File: src/rtl/ovr_bank_pkg.sv
package ovr_bank_pkg;

  typedef enum logic [1:0] {
    WR_NONE   = 2'd0,
    WR_LOAD   = 2'd1,
    WR_REVERT = 2'd2
  } wr_act_e;

  // Action taken by one slot for one cycle's write.
  function automatic wr_act_e pick_action(input logic hit,
                                          input logic locked,
                                          input logic ovr_en,
                                          input logic always_direct);
    if (!hit) return WR_NONE;
    if (!locked || ovr_en || always_direct) return WR_LOAD;
    return WR_REVERT;
  endfunction

endpackage

File: src/rtl/ovr_rst_sync.sv
module ovr_rst_sync #(
  parameter int STAGES = 2
) (
  input  logic clk,
  input  logic rst_n,
  output logic rst_sync_n
);

  logic [STAGES-1:0] sync_q;

  always_ff @(posedge clk or negedge rst_n) begin
    if (!rst_n) sync_q <= '0;
    else        sync_q <= {sync_q[STAGES-2:0], 1'b1};
  end

  assign rst_sync_n = sync_q[STAGES-1];

endmodule

File: src/rtl/ovr_addr_decode.sv
module ovr_addr_decode #(
  parameter int NUM_REGS = 24,
  parameter int ADDR_W   = 5
) (
  input  logic                wr_en,
  input  logic [ADDR_W-1:0]   addr,
  output logic [NUM_REGS-1:0] hit
);

  for (genvar i = 0; i < NUM_REGS; i++) begin : g_dec
    assign hit[i] = wr_en && (addr == ADDR_W'(i));
  end

  always_comb begin
    if (wr_en && (int'(addr) >= NUM_REGS))
      AST_OOR_NO_HIT: assert (hit == '0);
    AST_HIT_ONEHOT: assert ($onehot0(hit));
  end

endmodule

File: src/rtl/ovr_reg_slot.sv
module ovr_reg_slot
  import ovr_bank_pkg::*;
#(
  parameter int DATA_W        = 8,
  parameter bit ALWAYS_DIRECT = 1'b0
) (
  input  logic              clk,
  input  logic              rst_n,
  input  logic              hit,
  input  logic              locked,
  input  logic              ovr_en,
  input  logic [DATA_W-1:0] wdata,
  input  logic [DATA_W-1:0] dflt,
  output logic [DATA_W-1:0] eff
);

  logic              ovr_q, ovr_d;
  logic [DATA_W-1:0] data_q, data_d;
  logic              ld;
  wr_act_e           act;

  // next state
  always_comb begin
    act    = pick_action(hit, locked, ovr_en, ALWAYS_DIRECT);
    ovr_d  = ovr_q;
    data_d = data_q;
    unique case (act)
      WR_LOAD: begin
        ovr_d  = 1'b1;
        data_d = wdata;
      end
      WR_REVERT: ovr_d = 1'b0;
      default: ;
    endcase
    ld = (act != WR_NONE);
  end

  // state
  always_ff @(posedge clk or negedge rst_n) begin
    if (!rst_n) begin
      ovr_q  <= 1'b0;
      data_q <= '0;
    end else if (ld) begin
      ovr_q  <= ovr_d;
      data_q <= data_d;
    end
  end

  assign eff = ovr_q ? data_q : dflt;

  AST_LOAD_TAKES_DATA: assert property (@(posedge clk) disable iff (!rst_n)
    (hit && (!locked || ovr_en || ALWAYS_DIRECT)) |=> (eff == $past(wdata)));

  AST_LOCKED_REVERT: assert property (@(posedge clk) disable iff (!rst_n)
    (hit && locked && !ovr_en && !ALWAYS_DIRECT) |=> (eff == dflt));

  AST_UNADDRESSED_HOLD: assert property (@(posedge clk) disable iff (!rst_n)
    !hit |=> ($stable(ovr_q) && $stable(data_q)));

  always_ff @(posedge clk) begin
    if (!rst_n) AST_RESET_DEFAULT: assert (eff == dflt);
  end

endmodule

File: src/rtl/ovr_default_bank.sv
module ovr_default_bank #(
  parameter int NUM_REGS  = 24,
  parameter int DATA_W    = 8,
  parameter int CTRL_ADDR = 22,
  parameter int OVR_BIT   = 3,
  localparam int ADDR_W   = (NUM_REGS > 1) ? $clog2(NUM_REGS) : 1,
  localparam int FLAT_W   = NUM_REGS * DATA_W
) (
  input  logic              clk,
  input  logic              rst_n,
  input  logic              lock,
  input  logic              wr_en,
  input  logic [ADDR_W-1:0] wr_addr,
  input  logic [DATA_W-1:0] wr_data,
  input  logic [FLAT_W-1:0] dflt_flat,
  output logic [FLAT_W-1:0] eff_flat
);

  logic                rst_sync_n;
  logic [NUM_REGS-1:0] hit;
  logic [DATA_W-1:0]   eff_arr [NUM_REGS];
  logic                ovr_en;

  ovr_rst_sync #(.STAGES(2)) u_rst (
    .clk        (clk),
    .rst_n      (rst_n),
    .rst_sync_n (rst_sync_n)
  );

  ovr_addr_decode #(.NUM_REGS(NUM_REGS), .ADDR_W(ADDR_W)) u_dec (
    .wr_en (wr_en),
    .addr  (wr_addr),
    .hit   (hit)
  );

  for (genvar i = 0; i < NUM_REGS; i++) begin : g_slot
    ovr_reg_slot #(
      .DATA_W        (DATA_W),
      .ALWAYS_DIRECT (i == CTRL_ADDR)
    ) u_slot (
      .clk    (clk),
      .rst_n  (rst_sync_n),
      .hit    (hit[i]),
      .locked (lock),
      .ovr_en (ovr_en),
      .wdata  (wr_data),
      .dflt   (dflt_flat[i*DATA_W +: DATA_W]),
      .eff    (eff_arr[i])
    );
    assign eff_flat[i*DATA_W +: DATA_W] = eff_arr[i];
  end

  assign ovr_en = eff_arr[CTRL_ADDR][OVR_BIT];

  AST_CTRL_ALWAYS_WRITABLE: assert property (@(posedge clk) disable iff (!rst_sync_n)
    (wr_en && (wr_addr == ADDR_W'(CTRL_ADDR))) |=> (eff_arr[CTRL_ADDR] == $past(wr_data)));

  AST_UNLOCKED_DIRECT: assert property (@(posedge clk) disable iff (!rst_sync_n)
    (wr_en && !lock && (int'(wr_addr) < NUM_REGS))
      |=> (eff_flat[int'($past(wr_addr))*DATA_W +: DATA_W] == $past(wr_data)));

endmodule

File: config.mk
export PLATFORM = sky130hd
export DESIGN_NAME = ovr_default_bank
export DESIGN_NICKNAME = d
export VERILOG_FILES = /design/src/rtl/ovr_bank_pkg.sv /design/src/rtl/ovr_rst_sync.sv /design/src/rtl/ovr_addr_decode.sv /design/src/rtl/ovr_reg_slot.sv /design/src/rtl/ovr_default_bank.sv
export SDC_FILE = /design/constraint.sdc
export NUM_CORES = 1
export LEC_CHECK = 0
export ABC_AREA = 1
export ABC_CLOCK_PERIOD_IN_PS = 7480
export BUFFER_PORTS_ARGS = -buffer_cell sky130_fd_sc_hd__buf_2
export CORE_MARGIN = 3
export CORE_UTILIZATION = 50
export CTS_CLUSTER_SIZE = 24
export DETAILED_ROUTE_END_ITERATION = 6
export PLACE_DENSITY = 0.78
export SETUP_SLACK_MARGIN = 0.5
export SYNTH_ARGS = -nofsm -noshare
export SYNTH_HDL_FRONTEND = slang
export SYNTH_SLANG_ARGS = --single-unit
File: constraint.sdc
create_clock -name clk -period 7.48 [get_ports clk]
set_clock_uncertainty 0.15 [all_clocks]
set_input_delay 1.87 -clock clk [delete_from_list [all_inputs] [get_ports clk]]
set_output_delay 1.87 -clock clk [all_outputs]
set_load 0.005 [all_outputs]
==> results of run 1 <==
-- kinds of logic after synthesis --
group | synth area share, %
AND/OR/NAND/NOR | 46.1
other | 0.0336
flip-flops | 48.9
AO/OA/AOI/OAI | 1.03
buffers and inverters | 3.94
-- metrics by stage --
| stage | hold slack (ns) | cells | area [um^2] | setup slack (ns) | utilization (%) |
|---|---|---|---|---|---|
| 2_1_floorplan | 0.181 | 1573 | 11200 | 0.805 | - |
| 3_3_place_gp | 0.187 | 2190 | 13200 | 3.15 | 60.5 |
| 3_5_place_dp | 0.190 | 2190 | 13200 | 3.13 | 60.5 |
| 4_1_cts | 0.205 | 2230 | 14000 | 3.16 | 64.1 |
| 5_1_grt | 0.207 | 2234 | 14000 | 3.16 | 64.2 |
| 6_report | 0.202 | 2234 | 14000 | 3.17 | 64.2 |
-- cell usage after synthesis --
library cell,count
buf_2,13
buf_4,9
buf_6,1
clkbuf_1,44
clkinv_1,23
conb_1,1
dfrtp_1,218
inv_1,4
inv_2,6
inv_4,1
nand2_1,972
nand2_2,10
nand3_1,193
nand3_2,19
nor2_1,6
nor2_2,18
nor2_4,12
o21ai_0,20
o21ai_1,3
-- metal layers --
metal,part of all wire (%),vias to the layer above
met4,2.3,0
met1,41,5396
met2,49,520
met3,7.5,62
met5,0,-
li1,-,5635
-- where the power goes --
group          switching [mW]  total, mW  internal (mW)
combinational           0.535      0.890          0.354
sequential              0.171       1.53           1.36
clock                   0.456       1.20          0.743
-- state kept, by name (all words and copies together) (netlist names) --
| signal | flops |
|---|---|
| g_slot.u_slot.data_q | 192 |
| u_rst.sync_q | 2 |
| g_slot.u_slot.ovr_q | 24 |
-- layout make-up --
cell class	instances	area (um^2)	area share [%]
antenna	4	10.0	0.0713
clock buffer	32	649	4.62
clock inverter	8	146	1.04
inverter	34	130	0.926
multi-input combinational	1254	5270	37.5
sequential	218	5460	38.9
tap	280	350	2.49
timing repair buffer	404	2030	14.5
-- worst max-delay path, cell delays in order --
cell,delay [ns]
buf_2,0.10
nand2_1,0.08
nand2_1,0.10
buf_2,0.14
-- worst max path at each step --
stage               startpoint                    endpoint  slack [ns]
6_report          dflt_flat[5]                 eff_flat[5]        3.17
5_1_grt           dflt_flat[5]                 eff_flat[5]        3.16
4_1_cts           dflt_flat[5]                 eff_flat[5]        3.16
3_5_place_dp    dflt_flat[179]     g_slot[13].u_slot.ovr_q        3.13
3_3_place_gp      dflt_flat[5]                 eff_flat[5]        3.15
2_1_floorplan  u_rst.sync_q[1]  g_slot[0].u_slot.data_q[0]        0.81
==> out/qor.yml, run 1 <==
yosys:
  syn_area_per_cell_um2: 7.09
  syn-instance-count: 1573
  ys_types: 19
  synth_area_leaders: "dfrtp_1 (49%), nand2_1 (33%), nand3_1 (8.7%)"
  syn-num-nets: 1782
  netlist_area_mm2: 0.0112
  synth-seq-cells: 218
  ys_seq_area_share_pct: 48.9
  ys_warn_count: 0
  synth_top_cell_by_area: "dfrtp_1"
  synth.top_cell.area_share_pct: 48.9
global_routing:
  grt_start_max_net_pins: 96
  use_met3_pct: 3.39
  antenna_found_initial: 4
  grt_pass1_vias: 11000
  use_met1_pct: 37.9
  grt.met2_usage_pct: 49.7
  overflow: 0
  grt_pass1_wl_mm: 55.9
  grt-busiest-layer: "met2"
  track_usage_pct: 28.6
drt:
  postRouteAntennaNets: 0
  wl_mm: 35.7
  drtPass1Iterations: 5
  drc: 0
  drtIter0Drc: 880
  vias_per_cell: 5.20
  routedWlPerCell_um: 16.0
  vias: 11600
die:
  fp.dieArea_mm2: 0.0241
  die_y_um: 155
  coreArea_mm2: 0.0219
  row_count: 54
  die_w_um: 155
  io_pins: 401
  start_util_pct: 50.9
hold_path:
  hold_depth: 0
  hp-start: "u_rst.sync_q[0]"
  hold_class: "register to register"
  holdPathEnd: "u_rst.sync_q[1]"
cts:
  cts_buffers: 23
  postCtsSetupBuffers: 0
  ctsHoldBuffers: 0
  clk-insertion-delay-late_ns: 0.50
  htreeDepth: 1
  clk_pin_slew_ns: 0.06
  clock_sinks: 218
  cts_tree: "built"
  clk_path_buf_depth: 3
  cts-root-buf: "clkbuf_16"
  cts_resized: 0
setup_path:
  required_ns: 5.46
  r2r_slack_ns: 4.37
  worstRegToRegCells: 6
  crit_fanout: 1
  cp-start-kind: "input pin"
  path_class: "input pin to output pin"
  r2r-end: "g_slot[13].u_slot.data_q[7]"
  r2r-start: "g_slot[22].u_slot.ovr_q"
  worstPathArrival_ns: 2.29
  end_kind: "output pin"
final_layout:
  final_cell_mix: "nand2_1 (972), buf_2 (400), dfrtp_1 (217)"
  nFillCells: 1957
  layout_commonest_cell: "nand2_1"
  nets: 2144
  syn2layout_area_growth_pct: 26.0
  drive_gt1_share_pct: 26.0
timing:
  setup-tns-final_ns: 0
  hold_viol: 0
  period_needed_ns: 4.31
  setup_violations: 0
  worst_pin_slew_ns: 1.21
  clock.fmax_mhz: 232
  slew-limit-headroom_pct: 19.1
  final_max_slew_viol_count: 0
  fin_crit_sh_pct: 57.6
  rsz0062_at_grt: "no"
power_and_ir_drop:
  ir_worst_vdd_uv: 135
  p_leak_nw: 8.41
  totalPowerFinal_mw: 3.62
  powerDensity_mw_per_mm2: 258
placed_design:
  portBuffers: 400
  dp_hpwl_mm: 25.0
  gp_congestion: 0.911
run_status:
  status: "finished, final reports clean"
job:
  maxCapViolCount: 0
(Power assumes the default switching activity.)
==> inputs of run 2 (changes only) <==
--- a/config.mk
+++ b/config.mk
@@ -5,14 +5,14 @@
 export SDC_FILE = /design/constraint.sdc
 export NUM_CORES = 1
 export LEC_CHECK = 0
-export ABC_AREA = 1
-export ABC_CLOCK_PERIOD_IN_PS = 7480
+export ABC_AREA = 0
+export ABC_CLOCK_PERIOD_IN_PS = 4000
 export BUFFER_PORTS_ARGS = -buffer_cell sky130_fd_sc_hd__buf_2
-export CORE_MARGIN = 3
-export CORE_UTILIZATION = 50
+export CORE_AREA = 3 3 157 159
 export CTS_CLUSTER_SIZE = 24
 export DETAILED_ROUTE_END_ITERATION = 6
-export PLACE_DENSITY = 0.78
+export DIE_AREA = 0 0 160 162
+export PLACE_DENSITY = 0.74
 export SETUP_SLACK_MARGIN = 0.5
 export SYNTH_ARGS = -nofsm -noshare
 export SYNTH_HDL_FRONTEND = slang
==> constraint.sdc (replaced) <==
create_clock -name clk -period 4 [get_ports clk]
set_clock_uncertainty 0.15 [all_clocks]
set_input_delay 1 -clock clk [delete_from_list [all_inputs] [get_ports clk]]
set_output_delay 1 -clock clk [all_outputs]
set_load 0.005 [all_outputs]
==> out/qor.yml, run 2 <==
run_status:
  status: "finished, final reports clean"  # unchanged
yosys:
  synth_area_leaders: "dfrtp_1 (50%), mux2_2 (39%), a211oi_4 (3.5%)"  # was dfrtp_1 (49%), nand2_1 (33%), nand3_1 (8.7%)
  synth_compound_area_share_pct: 5.49  # was 1.03%
  synth_common_cells: "mux2_2 (381), dfrtp_1 (218), clkbuf_1 (44)"  # was nand2_1 (972), dfrtp_1 (218), nand3_1 (193)
  synth_top_family_by_area: "multiplexers"  # was simple AND/OR/NAND/NOR gates
  ys_async_sr_fraction_pct: 100  # unchanged
  synth_most_common_cell: "mux2_2"  # was nand2_1
  syn-num-nets: 953  # was 1782
  synth_top_cell_by_area: "dfrtp_1"  # unchanged
  synthMuxAreaShare_pct: 39.8  # was 0%
  synth.top_cell.area_share_pct: 50.0  # was 48.9%
  ys_warn_count: 0  # unchanged
  synth-seq-cells: 218  # unchanged
  yosys.area_share.adder_pct: 0  # unchanged
  synth-simple-area-share_pct: 2.43  # was 46.1%
  synth-xor-area-share_pct: 0  # unchanged
  synth_ff_type: "dfrtp_1"  # unchanged
  ys_seq_area_share_pct: 50.0  # was 48.9%
  netlist_area_mm2: 0.0109  # was 0.0112 mm^2
  synth_edf_count: 0  # unchanged
  ys_types: 23  # was 19
  syn-instance-count: 744  # was 1573
  syn_area_per_cell_um2: 14.7  # was 7.09 um^2
cts:
  postCtsSetupBuffers: 0  # unchanged
  clk_pin_slew_ns: 0.06  # about the same
  cts_buffers: 23  # unchanged
  clock_sinks: 218  # unchanged
  htreeDepth: 1  # unchanged
  cts-root-buf: "clkbuf_16"  # unchanged
  clk_path_buf_depth: 3  # unchanged
  cts_tree: "built"  # unchanged
  cts_resized: 0  # unchanged
  ctsHoldBuffers: 0  # unchanged
  clk-insertion-delay-late_ns: 0.50  # about the same
job:
  maxCapViolCount: 0  # unchanged
drt:
  drc: 0  # unchanged
  drtIter0Drc: 253  # was 880
  vias: 7418  # was 11600
  vias_per_cell: 5.09  # was 5.20
  wl_mm: 29.8  # was 35.7 mm
  routedWlPerCell_um: 20.5  # was 16.0 um
  drtPass1Iterations: 4  # was 5
  postRouteAntennaNets: 0  # unchanged
placed_design:
  dp_cells: 1415  # was 2190
  pre_cts_ws_ns: 0.780  # was 3.13 ns
  portBuffers: 400  # unchanged
  dp_hpwl_mm: 21.5  # was 25.0 mm
  gp_congestion: 0.744  # was 0.911
final_layout:
  layout_commonest_cell: "buf_2"  # was nand2_1
  largest_registers: "g_slot.u_slot.data_q: 192 flops, g_slot.u_slot.ovr_q: 24 flops, u_rst.sync_q: 2 flops"  # unchanged
  nFillCells: 1921  # was 1957
  nets: 1330  # was 2144
  multi_input_area_mm2: 0.00520  # was 0.00527 mm^2
  top_register: "g_slot.u_slot.data_q"  # unchanged
  syn2layout_area_growth_pct: 27.7  # was 26.0%
  final-seq-area_mm2: 0.00546  # unchanged
  drive_gt1_share_pct: 75.0  # was 26.0%
  largest_register_ffs: 192  # unchanged
  final_cell_mix: "buf_2 (400), mux2_2 (381), dfrtp_1 (217)"  # was nand2_1 (972), buf_2 (400), dfrtp_1 (217)
  diodes: 0  # was 4
  instances_no_fill: 1457  # was 2234
timing:
  setup_violations: 0  # unchanged
  hold_viol: 0  # unchanged
  setup-tns-final_ns: 0  # unchanged
  final_max_slew_viol_count: 0  # unchanged
  rsz0062_at_grt: "no"  # unchanged
  holdWs_ns: 0.122  # was 0.202 ns
  slew-limit-headroom_pct: 46.1  # was 19.1%
  setup_ws_ns: 0.767  # was 3.17 ns
  period_needed_ns: 3.23
  worst_pin_slew_ns: 0.808  # was 1.21 ns
  clock.fmax_mhz: 309
  fin_crit_sh_pct: 80.8
die:
  start_util_pct: 46.6  # was 50.9%
  die_y_um: 162  # was 155 um
  coreArea_mm2: 0.0234  # was 0.0219 mm^2
  die_w_um: 160  # was 155 um
  row_count: 56  # was 54
  io_pins: 401  # unchanged
  fp.dieArea_mm2: 0.0259  # was 0.0241 mm^2
setup_path:
  path_class: "register to output pin"  # was input pin to output pin
  worstPathBufferInverterCount: 3  # was 2
  slowest_stage: "dfrtp_1"  # was buf_2
  cp_top_family: "flip-flops"  # was buffers and inverters
  path_cells: "mux2i_4 -> buf_4 -> inv_1 -> buf_2"  # was buf_2 -> nand2_1 -> nand2_1 -> buf_2
  slowest_delay_ns: 0.61  # was 0.14 ns
  crit_fanout: 9  # was 1
  cp-start-kind: "register"  # was input pin
  worstPathArrival_ns: 2.08  # was 2.29 ns
  required_ns: 2.85  # was 5.46 ns
  end_kind: "output pin"  # unchanged
power_and_ir_drop:
  ir_worst_vdd_uv: 253  # was 135 uV
  powerDensity_mw_per_mm2: 492  # was 258 mW/mm^2
  p_leak_nw: 6.74  # was 8.41 nW
  totalPowerFinal_mw: 6.84  # was 3.62 mW
global_routing:
  track_usage_pct: 22.5  # was 28.6%
  overflow: 0  # unchanged
  grt_pass1_vias: 7900  # was 11000
  grt_pass1_wl_mm: 46.2  # was 55.9 mm
  antenna_found_initial: 1  # was 4
  grt_start_max_net_pins: 76  # was 96
hold_path:
  hold_class: "input pin to asynchronous set/reset pin"  # was register to register
==> run 2: final cells by class <==
class	instances	share of cell area (%)
Clock buffer	31	4.57
Clock inverter	11	1.02
Inverter	1	0.0270
Multi-Input combinational cell	469	37.4
Sequential cell	218	39.2
Tap cell	319	2.87
Timing Repair Buffer	408	14.9
==> run 2: where the power goes <==
| group | internal, mW | switching, mW | total (mW) |
|---|---|---|---|
| sequential | 2.60 | 0.420 | 3.02 |
| combinational | 1.04 | 0.611 | 1.65 |
| clock | 1.31 | 0.852 | 2.17 |
==> run 2: per-layer routing <==
layer / part of all wire, % / global-route usage, %
met1: 42 / 29.8
met2: 52 / 40.0
met3: 5.5 / 3.70
met4: 0.86 / 3.39
met5: 0.044 / 0
==> run 2: worst paths after layout <==
check,startpoint,cells after the start,end,slack [ns]
hold reg to reg,u_rst.sync_q[0],0,u_rst.sync_q[1],0.21
min in group clk,u_rst.sync_q[0],0,u_rst.sync_q[1],0.21
max in group asynchronous,u_rst.sync_q[1],1,g_slot[2].u_slot.data_q[6],2.39
setup reg to reg,g_slot[22].u_slot.ovr_q,4,g_slot[5].u_slot.data_q[2],1.46
setup / recovery,g_slot[22].u_slot.ovr_q,4,eff_flat[179],0.77
hold / removal,rst_n,1,u_rst.sync_q[1],0.12
==> run 2: logic make-up (layout without fill, tap and decap cells) <==
group | count (synthesis) | count (layout)
other | 1 | 1
and+or+nand+nor | 38 | 38
muxes | 384 | 384
buffers and inverters | 57 | 451
DFF | 218 | 218
AOI/OAI and AO/OA | 46 | 46
==> run 2: per-stage QoR <==
stage          area [um^2]  util, %
2_1_floorplan        10900        -
3_3_place_gp         13100     56.1
3_5_place_dp         13100     56.1
4_1_cts              13900     59.5
5_1_grt              13900     59.5
6_report             13900     59.5
==> run 2: worst reg2reg max path, cell delays in order, from the launching register on <==
cell	delay (ns)
dfrtp_1	0.53
mux2i_4	0.32
buf_4	0.33
a211oi_2	0.67
mux2_2	0.41
